`src/rtl/kwd_pkg.sv`:
```
package kwd_pkg;

    localparam int unsigned KWD_CNT_W     = 14;
    localparam logic [7:0]  KWD_KEY_ADDR  = 8'hA6;
    localparam logic [7:0]  KWD_KEY_FIRST = 8'h1E;
    localparam logic [7:0]  KWD_KEY_LAST  = 8'hE1;
    localparam int unsigned KWD_LEN_FAST  = 98;
    localparam int unsigned KWD_LEN_SLOW  = 196;

    typedef enum logic {
        KEY_IDLE = 1'b0,
        KEY_HALF = 1'b1
    } key_state_e;

    typedef struct packed {
        logic       en;
        logic [7:0] addr;
        logic [7:0] data;
    } sfr_wr_t;

    function automatic int unsigned pulse_len(input logic slow,
                                              input int unsigned fast_len,
                                              input int unsigned slow_len);
        return slow ? slow_len : fast_len;
    endfunction

endpackage

```
`src/rtl/kwd_key_seq.sv`:
```
module kwd_key_seq
    import kwd_pkg::*;
#(
    parameter logic [7:0] KEY_ADDR  = KWD_KEY_ADDR,
    parameter logic [7:0] KEY_FIRST = KWD_KEY_FIRST,
    parameter logic [7:0] KEY_LAST  = KWD_KEY_LAST
) (
    input  logic    clk,
    input  logic    rst,
    input  logic    hold,
    input  sfr_wr_t wr,
    output logic    key_ok,
    output logic    pending
);

    key_state_e state_q, state_d;
    logic       hit;

    assign hit     = wr.en && (wr.addr == KEY_ADDR) && !hold;
    assign key_ok  = hit && (state_q == KEY_HALF) && (wr.data == KEY_LAST);
    assign pending = (state_q == KEY_HALF);

    always_comb begin
        state_d = state_q;
        if (hold) begin
            state_d = KEY_IDLE;
        end else if (hit) begin
            if (wr.data == KEY_FIRST) begin
                state_d = KEY_HALF;
            end else begin
                state_d = KEY_IDLE;
            end
        end
    end

    always_ff @(posedge clk) begin
        if (rst) begin
            state_q <= KEY_IDLE;
        end else begin
            state_q <= state_d;
        end
    end

    // a stray byte on the key address drops any pending first byte
    a_r8_cancel_pending: assert property (@(posedge clk) disable iff (rst)
        (wr.en && wr.addr == KEY_ADDR && wr.data != KEY_FIRST && wr.data != KEY_LAST)
        |=> !pending);

    // foreign writes keep the pending state
    a_r9_foreign_keeps: assert property (@(posedge clk) disable iff (rst)
        (pending && !hold && !(wr.en && wr.addr == KEY_ADDR)) |=> pending);

endmodule

```
`src/rtl/kwd_counter.sv`:
```
module kwd_counter #(
    parameter int unsigned CNT_W = kwd_pkg::KWD_CNT_W
) (
    input  logic clk,
    input  logic rst,
    input  logic run,
    input  logic tick,
    input  logic clear,
    output logic ovf
);

    localparam logic [CNT_W-1:0] CNT_TOP  = {CNT_W{1'b1}};
    localparam logic [CNT_W-1:0] CNT_LAST = CNT_TOP - 1'b1;

    logic [CNT_W-1:0] count_q;

    assign ovf = run && tick && !clear && (count_q == CNT_LAST);

    always_ff @(posedge clk) begin
        if (rst || clear || ovf) begin
            count_q <= '0;
        end else if (run && tick) begin
            count_q <= count_q + 1'b1;
        end
    end

    // the count never sits at the overflow value
    a_r5_count_bound: assert property (@(posedge clk) disable iff (rst)
        count_q != CNT_TOP);

    // a disarmed counter rests at zero
    a_r5_idle_zero: assert property (@(posedge clk) disable iff (rst)
        !run |-> count_q == '0);

endmodule

```
`src/rtl/kwd_pulse.sv`:
```
module kwd_pulse #(
    parameter int unsigned LEN_FAST = kwd_pkg::KWD_LEN_FAST,
    parameter int unsigned LEN_SLOW = kwd_pkg::KWD_LEN_SLOW
) (
    input  logic clk,
    input  logic rst,
    input  logic fire,
    input  logic slow,
    output logic active
);

    localparam int unsigned LEN_MAX = (LEN_SLOW > LEN_FAST) ? LEN_SLOW : LEN_FAST;
    localparam int unsigned PW_W    = $clog2(LEN_MAX);

    logic [PW_W-1:0] left_q;
    logic [PW_W-1:0] load_val;

    assign load_val = PW_W'(kwd_pkg::pulse_len(slow, LEN_FAST, LEN_SLOW) - 1);

    always_ff @(posedge clk) begin
        if (rst) begin
            active <= 1'b0;
            left_q <= '0;
        end else if (!active && fire) begin
            active <= 1'b1;
            left_q <= load_val;
        end else if (active) begin
            if (left_q == '0) begin
                active <= 1'b0;
            end else begin
                left_q <= left_q - 1'b1;
            end
        end
    end

    // a pulse is never a single cycle
    a_r7_min_width: assert property (@(posedge clk) disable iff (rst)
        $rose(active) |=> active);

endmodule

```
`src/rtl/keyed_watchdog.sv`:
```
module keyed_watchdog
    import kwd_pkg::*;
#(
    parameter int unsigned CNT_W     = KWD_CNT_W,
    parameter logic [7:0]  KEY_ADDR  = KWD_KEY_ADDR,
    parameter logic [7:0]  KEY_FIRST = KWD_KEY_FIRST,
    parameter logic [7:0]  KEY_LAST  = KWD_KEY_LAST,
    parameter int unsigned LEN_FAST  = KWD_LEN_FAST,
    parameter int unsigned LEN_SLOW  = KWD_LEN_SLOW
) (
    input  logic       clk,
    input  logic       rst,
    input  logic       mc_tick,
    input  logic       clk12_mode,
    input  logic       sfr_we,
    input  logic [7:0] sfr_addr,
    input  logic [7:0] sfr_wdata,
    output logic       wd_reset,
    output logic       wd_armed
);

    sfr_wr_t wr;
    logic    key_ok;
    logic    key_pending;
    logic    ovf;
    logic    armed_q;

    assign wr = '{en: sfr_we, addr: sfr_addr, data: sfr_wdata};

    kwd_key_seq #(
        .KEY_ADDR (KEY_ADDR),
        .KEY_FIRST(KEY_FIRST),
        .KEY_LAST (KEY_LAST)
    ) i_key (
        .clk    (clk),
        .rst    (rst),
        .hold   (wd_reset),
        .wr     (wr),
        .key_ok (key_ok),
        .pending(key_pending)
    );

    kwd_counter #(
        .CNT_W(CNT_W)
    ) i_cnt (
        .clk  (clk),
        .rst  (rst),
        .run  (armed_q),
        .tick (mc_tick),
        .clear(key_ok),
        .ovf  (ovf)
    );

    kwd_pulse #(
        .LEN_FAST(LEN_FAST),
        .LEN_SLOW(LEN_SLOW)
    ) i_pulse (
        .clk   (clk),
        .rst   (rst),
        .fire  (ovf),
        .slow  (clk12_mode),
        .active(wd_reset)
    );

    always_ff @(posedge clk) begin
        if (rst || ovf) begin
            armed_q <= 1'b0;
        end else if (key_ok) begin
            armed_q <= 1'b1;
        end
    end

    assign wd_armed = armed_q;

    // software has no path that disarms the block
    a_r4_stays_armed: assert property (@(posedge clk) disable iff (rst)
        (wd_armed && !ovf) |=> wd_armed);

    // the block is never armed while its pulse is out
    a_r6_pulse_disarms: assert property (@(posedge clk) disable iff (rst)
        wd_reset |-> !wd_armed);

    // a pulse begins exactly where the armed flag drops without reset
    a_r6_fall_starts_pulse: assert property (@(posedge clk) disable iff (rst)
        (wd_armed && !key_ok && !$past(rst)) ##1 !wd_armed |-> $rose(wd_reset));

endmodule

```
`config.mk`:
```
export PLATFORM = sky130hd
export DESIGN_NAME = keyed_watchdog
export DESIGN_NICKNAME = d
export VERILOG_FILES = /design/src/rtl/kwd_pkg.sv /design/src/rtl/kwd_key_seq.sv /design/src/rtl/kwd_counter.sv /design/src/rtl/kwd_pulse.sv /design/src/rtl/keyed_watchdog.sv
export SDC_FILE = /design/constraint.sdc
export NUM_CORES = 1
export LEC_CHECK = 0
export CAP_MARGIN = 10
export CORE_UTILIZATION = 56
export CTS_BUF_LIST = sky130_fd_sc_hd__clkbuf_8 sky130_fd_sc_hd__clkbuf_16
export CTS_CLUSTER_DIAMETER = 50
export DETAILED_ROUTE_END_ITERATION = 8
export PLACE_DENSITY = 0.83
export SYNTH_ARGS = -nofsm -noshare
export SYNTH_HDL_FRONTEND = slang
export SYNTH_HIERARCHICAL = 1
export SYNTH_SLANG_ARGS = --single-unit
```
`constraint.sdc`:
```
create_clock -name clk -period 5.11 [get_ports clk]
set_clock_uncertainty 0.15 [all_clocks]
set_input_delay 0.7665 -clock clk [delete_from_list [all_inputs] [get_ports clk]]
set_output_delay 0.7665 -clock clk [all_outputs]
set_load 0.05 [all_outputs]
```
# Yosys cells after proc, flatten, opt, wreduce, memory -nomap -nowiden
# Index checks and enable logic that the tools add are counted.
dict set report word_totals {
  register_bits 25
  latch_bits 0
  ram_bits 0
  mem_bits_ro 0
  in_bits 21
  n_memories 0
}
dict set report classes {
  addsub 3
  n_mul 0
  div_mod_pow 0
  magnitude_cmp 0
  n_eq_ne 5
  shifts 0
  mux 8
  bitwise_logic 0
  n_reduce_logical 17
}
# cell n
set ops {}
lappend ops {{$mux 8} 4}
lappend ops {{$eq 8x8->1 const B} 2}
lappend ops {{$sub 8x1->8 const B} 2}
lappend ops {{$add 14x1->14 const B} 1}
lappend ops {{$eq 14x14->1 const B} 1}
lappend ops {{$eq 8x5->1 const B} 1}
lappend ops {{$logic_and 1x1->1} 8}
lappend ops {{$logic_not 8->1} 1}
lappend ops {{$mux 1} 4}
lappend ops {{$logic_or 1x1->1} 3}
lappend ops {{$logic_not 1->1} 2}
lappend ops {{$ne 2x1->1 const B} 1}
lappend ops {{$reduce_and 2->1} 1}
lappend ops {{$reduce_bool 2->1} 1}
lappend ops {{$reduce_or 2->1} 1}

# Logic depth before layout (Yosys ltp)
dict set report depth {
  depth_word 11
  depth_mapped 11
}

# Cells and area by module
# The synthesis kept the hierarchy.
# module n_inst cells_per_inst area_per_inst_um2 seq_area_each_um2
set modules_own_cells {}
lappend modules_own_cells {kwd_counter 1 81 676.9 280.3}
lappend modules_own_cells {kwd_pulse 1 63 528.0 180.2}
lappend modules_own_cells {kwd_key_seq 1 14 133.9 20.0}
lappend modules_own_cells {keyed_watchdog 1 3 33.8 20.0}

# Least setup slack after synthesis
# No wires, ideal clock.
dict set report synth_path {
  path_kind {input port to flip-flop}
  startpoint {input port sfr_wdata[4]}
  endpoint {register i_pulse.left_q[6]}
  setup_time_ns 0.074
  arrival_ns 2.642
  required_time_ns 4.886
  slack_ns 2.244
  stages 10
  cell_sequence {nand4b_1 > or3_1 > nor4_2 > nor2_1 > nand2b_1 > a21oi_1 > ha_1 > o21a_1 > a31o_1 > a31oi_1}
}
dict set report synth_between {
  elab_chain_cells 8
}
# item line_no
set synth_rtl {}
lappend synth_rtl {{from (decl)} keyed_watchdog.sv:17} ;# input logic [7:0] sfr_wdata,
lappend synth_rtl {{$eq 8x8->1 (*)} kwd_key_seq.sv:20} ;# assign key_ok = hit && (state_q == KEY_HALF) && (wr.data == KEY_LAST);
lappend synth_rtl {{$logic_and 1x1->1 (*)} kwd_key_seq.sv:20}
lappend synth_rtl {{via key_ok} keyed_watchdog.sv:23} ;# logic key_ok;
lappend synth_rtl {{$logic_not 1->1 (*)} kwd_counter.sv:17} ;# assign ovf = run && tick && !clear && (count_q == CNT_LAST);
lappend synth_rtl {{$logic_and 1x1->1 (*) (2 in a row)} kwd_counter.sv:17}
lappend synth_rtl {{via ovf} keyed_watchdog.sv:25} ;# logic ovf;
lappend synth_rtl {{$logic_and 1x1->1 (*)} kwd_pulse.sv:24} ;# end else if (!active && fire) begin
lappend synth_rtl {{$ne 2x1->1 (no source line) / $reduce_bool 2->1 (equally long branches)} n/a}
lappend synth_rtl {{$reduce_and 2->1 (no source line)} n/a}
lappend synth_rtl {{to (signal assigned)} kwd_pulse.sv:26} ;# left_q <= load_val;
lappend synth_rtl {{to (signal assigned)} kwd_pulse.sv:31} ;# left_q <= left_q - 1'b1;
lappend synth_rtl {{to (decl)} kwd_pulse.sv:15} ;# logic [PW_W-1:0] left_q;
# The timed path passes the listed nets; every way through them passes the cells marked *.
# A chain may end at the register's enable or synchronous reset.

# Worst setup path after layout
dict set report layout_path {
  startpoint {input port sfr_wdata[7]}
  endpoint {register i_pulse.left_q[6]}
}
# Same word-level chain as after synthesis.

==> results.sh <==
export IMPL_status="complete, no violations"
export IMPL_via_count=1265
export IMPL_drt_wl_total_um=3250
export IMPL_drc=0
export IMPL_powerDensity_mw_per_mm2=205
export IMPL_syn_area_mm2=0.00137
export IMPL_grt_pass1_wl_um=5150
export IMPL_hold_viol=0
export IMPL_cts_buffers=3
export IMPL_port_buffers=22
export IMPL_fin_crit_sh_pct=65.9
export IMPL_wire_per_inst_um=15.3
export IMPL_dp_hpwl_um=2450
export IMPL_postCtsHoldBufs=0
export IMPL_synth_distinct_cells=47
export IMPL_syn_avg_cell_area_um2=8.53
export IMPL_gr_total_overflow=0
export IMPL_slew_headroom_pct=62.2
export IMPL_pin_count=23
export IMPL_ant_nets=0
export IMPL_ys_seq_area_share_pct=36.5
export IMPL_r2r_cells=10
export IMPL_dieWidth_um=51.5
export IMPL_drive_gt1_share_pct=7.61
export IMPL_die_h_um=51.5
export IMPL_start_util_pct=60.9
export IMPL_max_freq_ghz=0.297
export IMPL_grt_max_degree=16
export IMPL_fin_nets=209
export IMPL_tritoncts="done"
export IMPL_synthCells=161
export IMPL_maxCapViolCount=0
export IMPL_power_leakage_nw=0.540
export IMPL_design_die_area_mm2=0.00265
export IMPL_final_max_slew_viol_count=0
export IMPL_crit_fanout=7
export IMPL_grt_pass1_vias=1222
export IMPL_hold_depth=2
export IMPL_drt_iter0_drc=28
export IMPL_ys_warn_count=6
export IMPL_rows=17
export IMPL_area_growth_pct=21.1
export IMPL_netlist_top_cells_area="dfxtp_1, xnor2_1, nor2_1, nand2_1, a21oi_1"
export IMPL_setup_tns_ns=0
export IMPL_final_setup_viol_count=0
export IMPL_synth_area_leader_cell="dfxtp_1"
export IMPL_fin_crit_ns=3.37
export IMPL_clkTransAtPathRegs_ns=0.08
export IMPL_h_tree_depth=1
export IMPL_arrival_ns=3.42
export IMPL_fin_util_pct=73.7
export IMPL_synth_top_area_share_pct=36.5
export IMPL_ys_seq_elements=25
export IMPL_worst_slack_ns=1.74
export IMPL_grt_antenna_before_repair=0
export IMPL_first_pass_iters=4
export IMPL_cp_start_kind="input pin"
export IMPL_antennaDiodeCount=0
export IMPL_cts_resized_gates=0
export IMPL_place_congestion=0.819
export IMPL_cts_setup_buffers=0
export IMPL_worstMarginPinSlew_ns=0.563
export IMPL_vias_per_cell=5.97
export IMPL_hold_ws_ns=0.317
export IMPL_crit_type="in2reg"
export IMPL_hold_class="reg2reg"
export IMPL_post_place_ws_ns=1.53
export IMPL_rsz0062_at_grt="false"
export IMPL_synth_nets=185
export IMPL_clkLatencyLatePin_ns=0.28
export IMPL_cts_root_buf="clkbuf_8"
export IMPL_max_vdd_ir_drop_v=0.000266
export IMPL_grt_use_total_pct=26.4
export IMPL_coreArea_mm2=0.00225
export IMPL_clk_path_buf_depth=2
export IMPL_end_kind="register"
export IMPL_crit_required_ns=5.16
export IMPL_clock_sinks=25
critical path: stages:
cell and delay [ns]:
clkdlybuf4s50_1 0.51, nand4b_1 0.11, or3_1 0.34, nor4_2 0.31
nor2_1 0.19, nand2b_1 0.24, a21oi_1 0.12, ha_1 0.28
o21a_1 0.17, a31o_1 0.22, a31oi_1 0.15
cells by family after synthesis:
| family | after synthesis | share of synthesized area, % |
|---|---|---|
| compound gates | 27 | 13.3 |
| xor+xnor | 13 | 8.30 |
| fa+ha+maj | 3 | 2.74 |
| buf+inv | 9 | 2.73 |
| flops | 25 | 36.5 |
| mux | 1 | 0.729 |
| simple gates | 83 | 35.7 |
final timing paths:
path / to / slack [ns] / start
min reg2reg: i_key/pending$_SDFFE_PP0P_ / 0.32 / i_key/pending$_SDFFE_PP0P_
min: i_key/pending$_SDFFE_PP0P_ / 0.32 / i_key/pending$_SDFFE_PP0P_
max reg2reg: i_pulse/left_q[6]$_SDFFE_PP0P_ / 2.30 / i_cnt/count_q[6]$_SDFFE_PP0N_
max: i_pulse/left_q[6]$_SDFFE_PP0P_ / 1.74 / sfr_wdata[7]
routing by layer:
layer / wire length, µm / GRT usage (%)
met5: 0 / 0
met4: 57 / 12.2
met3: 90 / 7.02
met2: 1750 / 50.0
met1: 1350 / 26.5
synth_stat cells, drive strengths merged:
cell	number
nand3b	1
a41oi	1
nor3b	1
ha	3
and2b	1
a21oi	8
dfxtp	25
nand2	12
o21bai	1
o21ai	3
xor2	1
o211ai	1
inv	6
clkbuf	1
or4b	1
o311ai	1
a31oi	3
and4bb	2
xnor2	12
nand2b	1
nor2	25
nor3	9
or3	4
nor4	3
a311oi	1
a41o	1
nand4	6
o21a	1
a2bb2oi	1
o31a	1
or2	3
mux2i	1
a211oi	2
nor4bb	2
nand3	7
nor2b	1
nand4b	3
buf	2
or4	1
a31o	2
power by group:
part,total (mW),switching [mW],internal [mW]
registers,0.195,0.0000000528,0.195
logic,0.0238,0.00783,0.0160
clock network,0.122,0.0670,0.0555
stage by stage:
step / total power [mW] / instances / cell area (µm²)
floorplan: 0.205 / 161 / 1370
global placement: 0.222 / 208 / 1610
detailed placement: 0.223 / 208 / 1610
CTS: 0.342 / 212 / 1660
global route: 0.353 / 212 / 1660
finish: 0.341 / 212 / 1660
sequential cells by signal, summed over array words and instances (netlist names):
| signal | count |
|---|---|
| i_cnt/count_q | 14 |
| i_key/pending | 1 |
| i_pulse/active | 1 |
| i_pulse/left_q | 8 |
| wd_armed | 1 |
cells in the final DEF (no fill, tap or decap), types with 2 or more instances in the layout:
cell / n
and4bb_1: 2
nor3_1: 8
o21ai_0: 3
a31oi_1: 3
a21oi_1: 8
dfxtp_1: 25
clkdlybuf4s50_1: 22
nor2_1: 25
xnor2_1: 12
nand4_2: 2
nand2_1: 12
clkbuf_8: 3
a211oi_1: 2
nor4_1: 2
ha_1: 3
inv_1: 6
nand4_1: 4
nand3_1: 7
a31o_1: 2
or3_1: 3
nand4b_1: 3
layout make-up:
type,count,area (µm²)
Clock buffer,3,41.3
Clock inverter,1,7.51
Fill cell,163,593
Inverter,6,22.5
Multi-Input combinational cell,127,835
Sequential cell,25,500
Tap cell,28,35.0
Timing Repair Buffer,22,220
Note: power is estimated with default switching activity, not from simulation.
